--- src/rtl/flash_prot_pkg.sv ---
package flash_prot_pkg;
  typedef enum logic [7:0] {
    CMD_PROG   = 8'h10,
    CMD_ERASE  = 8'h30,
    CMD_UNPROT = 8'h40,
    CMD_PROT   = 8'h60
  } cmd_e;
endpackage

--- src/rtl/flash_prot_sync.sv ---
module flash_prot_sync #(
  parameter int              W       = 1,
  parameter int              STAGES  = 2,
  parameter logic [W-1:0]    RST_VAL = '0
) (
  input  logic         clk_i,
  input  logic         rst_ni,
  input  logic [W-1:0] d_i,
  output logic [W-1:0] q_o
);
  logic [STAGES-1:0][W-1:0] pipe_q;

  always_ff @(posedge clk_i or negedge rst_ni) begin
    if (!rst_ni) pipe_q <= {STAGES{RST_VAL}};
    else         pipe_q <= {pipe_q[STAGES-2:0], d_i};
  end

  assign q_o = pipe_q[STAGES-1];
endmodule

--- src/rtl/flash_prot_deglitch.sv ---
module flash_prot_deglitch #(
  parameter int   LEN     = 4,
  parameter logic RST_VAL = 1'b1
) (
  input  logic clk_i,
  input  logic rst_ni,
  input  logic d_i,
  output logic q_o
);
  localparam int CW = $clog2(LEN);

  logic [CW-1:0] cnt_q;

  // output follows input only after LEN consecutive differing samples
  always_ff @(posedge clk_i or negedge rst_ni) begin
    if (!rst_ni) begin
      q_o   <= RST_VAL;
      cnt_q <= '0;
    end else if (d_i == q_o) begin
      cnt_q <= '0;
    end else if (cnt_q == CW'(LEN - 1)) begin
      q_o   <= d_i;
      cnt_q <= '0;
    end else begin
      cnt_q <= cnt_q + 1'b1;
    end
  end
endmodule

--- src/rtl/flash_prot_core.sv ---
module flash_prot_core
  import flash_prot_pkg::*;
#(
  parameter int ADDR_W  = 12,
  parameter int SECT_AW = 3,
  parameter int SETTLE  = 10,
  localparam int NSECT  = 1 << SECT_AW,
  localparam int SCW    = $clog2(SETTLE + 1)
) (
  input  logic               clk_i,
  input  logic               rst_ni,
  input  logic               lock_i,
  input  logic               hv_i,
  input  logic               cs_n_i,
  input  logic               oe_n_i,
  input  logic               we_n_i,
  input  logic [ADDR_W-1:0]  addr_i,
  input  logic [7:0]         data_i,
  output logic               pe_req_o,
  output logic               pe_reject_o,
  output logic               pe_erase_o,
  output logic [SECT_AW-1:0] pe_sector_o,
  output logic [23:0]        rd_data_o,
  output logic [NSECT-1:0]   prot_o,
  output logic               trap_o,
  output logic               pend_o
);
  logic               wr_act, rd_act, wr_q, settled, end_wr, allow, vfy_hit;
  logic [SCW-1:0]     settle_q;
  logic [SECT_AW-1:0] cmd_sec_q, pend_sec_q, rd_sec;
  logic [7:0]         cmd_q;
  logic               unused_addr;

  assign unused_addr = ^addr_i;
  assign wr_act  = !cs_n_i && !we_n_i && oe_n_i;
  assign rd_act  = !cs_n_i && !oe_n_i && we_n_i;
  assign settled = (settle_q == SCW'(SETTLE));
  assign end_wr  = wr_q && !wr_act && settled && !trap_o;
  assign allow   = !prot_o[cmd_sec_q] || hv_i;
  assign rd_sec  = addr_i[ADDR_W-1 -: SECT_AW];
  assign vfy_hit = rd_act && !addr_i[6] && addr_i[1] && !addr_i[0];

  always_ff @(posedge clk_i or negedge rst_ni) begin
    if (!rst_ni) begin
      settle_q    <= '0;
      trap_o      <= 1'b1;
      wr_q        <= 1'b0;
      cmd_sec_q   <= '0;
      cmd_q       <= '0;
      prot_o      <= '0;
      pend_o      <= 1'b0;
      pend_sec_q  <= '0;
      pe_req_o    <= 1'b0;
      pe_reject_o <= 1'b0;
      pe_erase_o  <= 1'b0;
      pe_sector_o <= '0;
      rd_data_o   <= '0;
    end else if (lock_i) begin
      // supply lockout: command path held in reset, protect bits retained
      settle_q    <= '0;
      trap_o      <= 1'b1;
      wr_q        <= 1'b0;
      pend_o      <= 1'b0;
      pe_req_o    <= 1'b0;
      pe_reject_o <= 1'b0;
      rd_data_o   <= '0;
    end else begin
      pe_req_o    <= 1'b0;
      pe_reject_o <= 1'b0;
      wr_q        <= wr_act;
      if (wr_act) begin
        cmd_sec_q <= addr_i[ADDR_W-1 -: SECT_AW];
        cmd_q     <= data_i;
      end
      // power-up trap: a write already active at settle time is discarded
      if (!settled) begin
        settle_q <= settle_q + 1'b1;
        if (settle_q == SCW'(SETTLE - 1)) trap_o <= wr_act;
      end else if (trap_o && !wr_act) begin
        trap_o <= 1'b0;
      end
      if (pend_o) begin
        prot_o[pend_sec_q] <= 1'b0;
        pend_o             <= 1'b0;
      end
      if (end_wr) begin
        case (cmd_q)
          CMD_PROT: prot_o[cmd_sec_q] <= 1'b1;
          CMD_UNPROT: begin
            prot_o     <= '1;
            pend_o     <= 1'b1;
            pend_sec_q <= cmd_sec_q;
          end
          CMD_PROG, CMD_ERASE: begin
            pe_req_o    <= allow;
            pe_reject_o <= !allow;
            pe_erase_o  <= (cmd_q == CMD_ERASE);
            pe_sector_o <= cmd_sec_q;
          end
          default: ;
        endcase
      end
      rd_data_o <= vfy_hit ? {7'b0, prot_o[rd_sec], 8'h00, 7'b0, prot_o[rd_sec]} : 24'h0;
    end
  end
endmodule

--- src/rtl/flash_prot_ctrl.sv ---
module flash_prot_ctrl #(
  parameter int ADDR_W      = 12,
  parameter int SECT_AW     = 3,
  parameter int SYNC_STAGES = 2,
  parameter int FILT_LEN    = 4,
  localparam int NSECT      = 1 << SECT_AW,
  localparam int SETTLE     = SYNC_STAGES + FILT_LEN + 4
) (
  input  logic               clk_i,
  input  logic               rst_ni,
  input  logic               cs_ni,
  input  logic               oe_ni,
  input  logic               we_ni,
  input  logic [ADDR_W-1:0]  addr_i,
  input  logic [7:0]         data_i,
  input  logic               vlow_i,
  input  logic               hvrst_i,
  output logic               pe_req_o,
  output logic               pe_reject_o,
  output logic               pe_erase_o,
  output logic [SECT_AW-1:0] pe_sector_o,
  output logic [23:0]        rd_data_o
);
  logic [4:0]       raw, synced;
  logic [2:0]       strb_f;
  logic             lock_s, hv_s, trap_flag, unp_pend;
  logic [NSECT-1:0] prot_vec;

  assign raw = {hvrst_i, vlow_i, oe_ni, we_ni, cs_ni};

  flash_prot_sync #(
    .W(5), .STAGES(SYNC_STAGES), .RST_VAL(5'b00111)
  ) u_sync (
    .clk_i(clk_i), .rst_ni(rst_ni), .d_i(raw), .q_o(synced)
  );

  assign lock_s = synced[3];
  assign hv_s   = synced[4];

  for (genvar g = 0; g < 3; g++) begin : g_filt
    flash_prot_deglitch #(.LEN(FILT_LEN), .RST_VAL(1'b1)) u_flt (
      .clk_i(clk_i), .rst_ni(rst_ni), .d_i(synced[g]), .q_o(strb_f[g])
    );
  end

  flash_prot_core #(
    .ADDR_W(ADDR_W), .SECT_AW(SECT_AW), .SETTLE(SETTLE)
  ) u_core (
    .clk_i      (clk_i),
    .rst_ni     (rst_ni),
    .lock_i     (lock_s),
    .hv_i       (hv_s),
    .cs_n_i     (strb_f[0]),
    .oe_n_i     (strb_f[2]),
    .we_n_i     (strb_f[1]),
    .addr_i     (addr_i),
    .data_i     (data_i),
    .pe_req_o   (pe_req_o),
    .pe_reject_o(pe_reject_o),
    .pe_erase_o (pe_erase_o),
    .pe_sector_o(pe_sector_o),
    .rd_data_o  (rd_data_o),
    .prot_o     (prot_vec),
    .trap_o     (trap_flag),
    .pend_o     (unp_pend)
  );
endmodule

--- config.mk ---
export PLATFORM = sky130hd
export DESIGN_NAME = flash_prot_ctrl
export DESIGN_NICKNAME = d
export VERILOG_FILES = /design/src/rtl/flash_prot_pkg.sv /design/src/rtl/flash_prot_sync.sv /design/src/rtl/flash_prot_deglitch.sv /design/src/rtl/flash_prot_core.sv /design/src/rtl/flash_prot_ctrl.sv
export SDC_FILE = /design/constraint.sdc
export NUM_CORES = 1
export LEC_CHECK = 0
export BUFFER_PORTS_ARGS = -buffer_cell sky130_fd_sc_hd__buf_2
export CORE_ASPECT_RATIO = 2
export CORE_MARGIN = 2
export CORE_UTILIZATION = 50
export CTS_BUF_LIST = sky130_fd_sc_hd__clkbuf_8
export DETAILED_ROUTE_END_ITERATION = 7
export GPL_TIMING_DRIVEN = 1
export PLACE_DENSITY = 0.74
export SLEW_MARGIN = 10
export SYNTH_ARGS = -nofsm -noshare
export SYNTH_HDL_FRONTEND = slang
export SYNTH_SLANG_ARGS = --single-unit
--- constraint.sdc ---
create_clock -name clk_i -period 3.4 [get_ports clk_i]
set_input_delay 0.51 -clock clk_i [delete_from_list [all_inputs] [get_ports clk_i]]
set_output_delay 0.51 -clock clk_i [all_outputs]
set_load 0.03 [all_outputs]
==> metrics list <==
- Walking the worst path, the cells encountered are or3b_2 > nor2_2 > mux2_2.
* Startpoint type of the worst setup path: flip-flop
* Setup TNS: 0 ns
- Dividing the detail-routed via count by the number of cells gives 5.21.
- Switching fraction of total power: 30.0%
- Setup repair after global routing left no endpoint under its margin.
- The die covers 0.00580 mm2.
- The first detailed-routing pass ran for 4 iterations.
- Summing the areas of all xor and xnor instances in the mapped netlist gives 1.69% of the synthesized area.
* Post-Synth Adder-Cell Area: 2.90%
- TritonCTS built the clock tree.
* Max rail drop VDD: 431 uV
- Max incr delay on CP: 0.57 ns
- The first global-routing pass estimated 6.66 mm of wire.
- Antenna violations before repair: 0
* Power density over the cells: 627 mW/mm2
* Via Count: 1,480
* Biggest area consumer among synthesized cells: sky130_fd_sc_hd__dfrtp_1
- The count of nets left with antenna violations once routing finished came out at 0.
- Area added between synthesis and finish: 7.93%
- Die span in y: 106 um
- Total net switching power: roughly 0.00053 W
- Worst hold-check path type: in -> reg
* Register bit count reported by yosys: 55
- Buffers inserted to repair hold after CTS numbered 0.
- Combinational cells account for 20.1% of the total power.
- The hold violation total from the final report came to 0.
* Global-route usage over all layers: 15.4%
- TritonCTS created 5 clock buffers.
- Setup violations remaining at the end of the flow were counted as 0.
- Multi-input gate area: 0.00105 mm2
- For this run, design rule violations remaining after detail routing come to 0.
* H-tree depth reported by CTS: 2
- Worst Path Required: about 3.6 ns
* Crit path max-delay cell type: sky130_fd_sc_hd__dfstp_2
- Across the run, the number of max-cap violations was 0.
- For the pin with the worst max-slew slack, the measured transition is ~1.1 ns.
- Peak fanout along the critical path: 13
- The finished cells cover 0.00279 mm2.
- Cell internal pwr: 0.00123 W
- Static Leakage: 1.31 nW
- After detailed routing, the average wire length per cell comes to 13.9 um.
- Initial Utilization: 51.3%
- Clk root buf: sky130_fd_sc_hd__clkbuf_8
- Row count: 37
* Vias in the first global route: 1,532
- Count of unique library cells instantiated by Yosys: 39
- Detailed Route WL: 3.94 mm
- Post-CTS setup buffers: 0
- Number of ports placed on the die boundary: 57
- DIE WIDTH: around 55 um
- In this run the standard cell core region covers 0.00505 mm2.
* Post-layout min period: 2.15 ns
- Counting instances in the post-synthesis netlist gives the leading cell types as 45 x sky130_fd_sc_hd__dfrtp_1, 23 x sky130_fd_sc_hd__buf_4, 17 x sky130_fd_sc_hd__mux2_2.
- Number of clock sinks: between 50 and 60
- In this run the cell area measured after placement is 0.00268 mm2.
- Proportion of netlist area held by the largest area contributor: 43.5%
- The clock network burns 24.8% of the power.
- Post-synthesis instance total: about 200
- Clock-pin slew was measured on the worst setup and hold paths at 0.09 ns.
* Portion of the clock cycle consumed by the worst path in the final layout: 63.2%
* Simple-Gate Fraction of Synth Area: 13.4%
* Total count of max-transition violations in the final report: 0
- Slew headroom: 28.0%
- Based on the critical path, the design can be clocked at up to 465 MHz.
* Proportion of register bits with asynchronous set or reset after synthesis: 100%
* Number of enable flip-flop cells after synthesis: 0
- Largest family of logic cells by synthesized area: multiplexers
* Number of warnings printed during yosys synthesis: 0
- Summed over all layers, the global routing overflow is 0.
* Post-cts sizing count: 0
* Count of antenna diodes in the layout: 0
- Clock skew after layout: 0.0103 ns
- For this run, the share of the core covered by cells in the final layout is 55.3%.
- The layout has 427 filler cells.
- Proportion of synthesized area in mux cells: 13.6%
- Most frequently used cell type in the post-synthesis netlist: sky130_fd_sc_hd__dfrtp_1
- Input and output buffers added on the ports amount to 28.
- The clock passes through at most 2 buffers.
* Placer's final routability congestion estimate: around 0.74
- In this run the cell area of the synthesized design comes to approximately 0.0026 mm2.
- Detailed Place HPWL: 2.92 mm
* Largest net degree at the start of global routing: 52
- Type of the worst setup path: reg -> reg
* Seq/Total Area, Yosys: 53.7%
* Combined flip-flop and latch cell area: 0.00139 mm2
* Prevailing post-synth register cell: sky130_fd_sc_hd__dfrtp_1
- The later pin in the worst-skew pair is clocked with a latency of between 0.3 and 0.4 ns.
- The synthesized netlist devotes 5.80% of its cell area to compound gates.
- At the worst endpoint, the arrival time is ~2.3 ns.
* Number of design-rule violations left by the first detailed-router iteration: 21
- Worst Setup End Kind: flip-flop
- Averaged over all synthesized cells, the footprint is 13.1 um2.
* Placed Cells incl. Taps: around 280
- In the final design database the tool counted 258 nets.
- Cells with a size suffix above 1 make up approximately a third of the layout.
- Leaving out filler cells and counting taps, the final layout contains around 280.
- Sequential cells account for 55.1% of the total power.
* Result of the run: finished clean
* Total power of the final layout: 0.00175 W
- Dominant cells by area after synthesis: sky130_fd_sc_hd__dfrtp_1 44%, sky130_fd_sc_hd__dfstp_2 10%, sky130_fd_sc_hd__mux2_2 7.4%
## flip-flops by register name (all words and copies together) (netlist names), 4 cells and up
name and flops:
g_filt.u_flt.cnt_q 6, u_core.cmd_q 8, u_core.prot_o 8, u_core.settle_q 4, u_sync.pipe_q 5, u_sync.q_o 5
## path summary, 6_finish.rpt
kind,start,cells after the start,to,slack [ns]
max,g_filt[2].u_flt.q_o$_DFFE_PN1P_,3,u_core.cmd_q[4]$_DFFE_PN0P_,1.25
min in group asynchronous,rst_ni,1,u_core.settle_q[2]$_DFFE_PN0P_,0.38
max in group asynchronous,rst_ni,2,u_sync.pipe_q[2]$_DFF_PN1_,2.23
min,cs_ni,1,u_sync.pipe_q[0]$_DFF_PN1_,0.29
max reg2reg,g_filt[2].u_flt.q_o$_DFFE_PN1P_,3,u_core.cmd_q[4]$_DFFE_PN0P_,1.25
min reg2reg,u_sync.pipe_q[4]$_DFF_PN0_,0,u_sync.q_o[4]$_DFF_PN0_,0.35
## power by group through the flow
| stage | clock, W | sequential (W) | combinational (W) |
|---|---|---|---|
| 2_1_floorplan | 0 | 0.000886 | 0.000374 |
| 3_3_place_gp | 0 | 0.000968 | 0.000339 |
| 3_5_place_dp | 0 | 0.000981 | 0.000357 |
| 4_1_cts | 0.000447 | 0.000967 | 0.000359 |
| 5_1_grt | 0.000478 | 0.000988 | 0.000394 |
| 6_report | 0.000435 | 0.000965 | 0.000352 |
## cell usage in the layout, fill, tap and decap left out, drive strengths merged, types with 3 or more instances in the layout
cell,n
a22o,8
buf,29
clkbuf,6
conb,22
dfrtp,45
dfstp,10
ha,6
inv,4
mux2,20
mux2i,6
mux4,3
nand2,8
nand2b,3
nand3,3
nor2,6
nor2b,7
nor3,3
nor3b,4
nor4b,3
o21ai,8
xnor2,4
## per-layer routing
metal	wire length [um]	up-vias	track usage [%]
li1	-	700	-
met1	1660	749	18.8
met2	2040	25	25.0
met3	166	6	3.68
met4	72	0	6.07
met5	0	-	0
## worst max-delay path: cells and delay by family (launching register included)
kind | cells | cell delay (ns)
DFF | 1 | 0.57
muxes | 1 | 0.40
and+or+nand+nor | 2 | 1.06
## cell type report
class,instances,share of cell area (%)
tap,58,2.60
inverter,4,0.538
timing repair buffer,29,5.29
clock buffer,6,2.96
multi-input combinational,130,37.6
sequential,55,49.7
clock inverter,2,1.25
## kinds of logic after synthesis
group / after synthesis
multiplexers: 29
buffers and inverters: 33
XOR/XNOR: 5
adder cells (fa/ha/maj): 6
other: 1
flip-flops: 55
AO/OA/AOI/OAI: 22
AND/OR/NAND/NOR: 46
## metrics by stage
stage / setup slack (ns) / hold WS, ns
finish: 1.25 / 0.293
global route: 1.15 / 0.278
CTS: 1.22 / 0.284
detailed placement: 1.24 / 0.339
global placement: 1.26 / 0.331
floorplan: 1.51 / 0.214
Note: power is estimated with default switching activity, not from simulation.
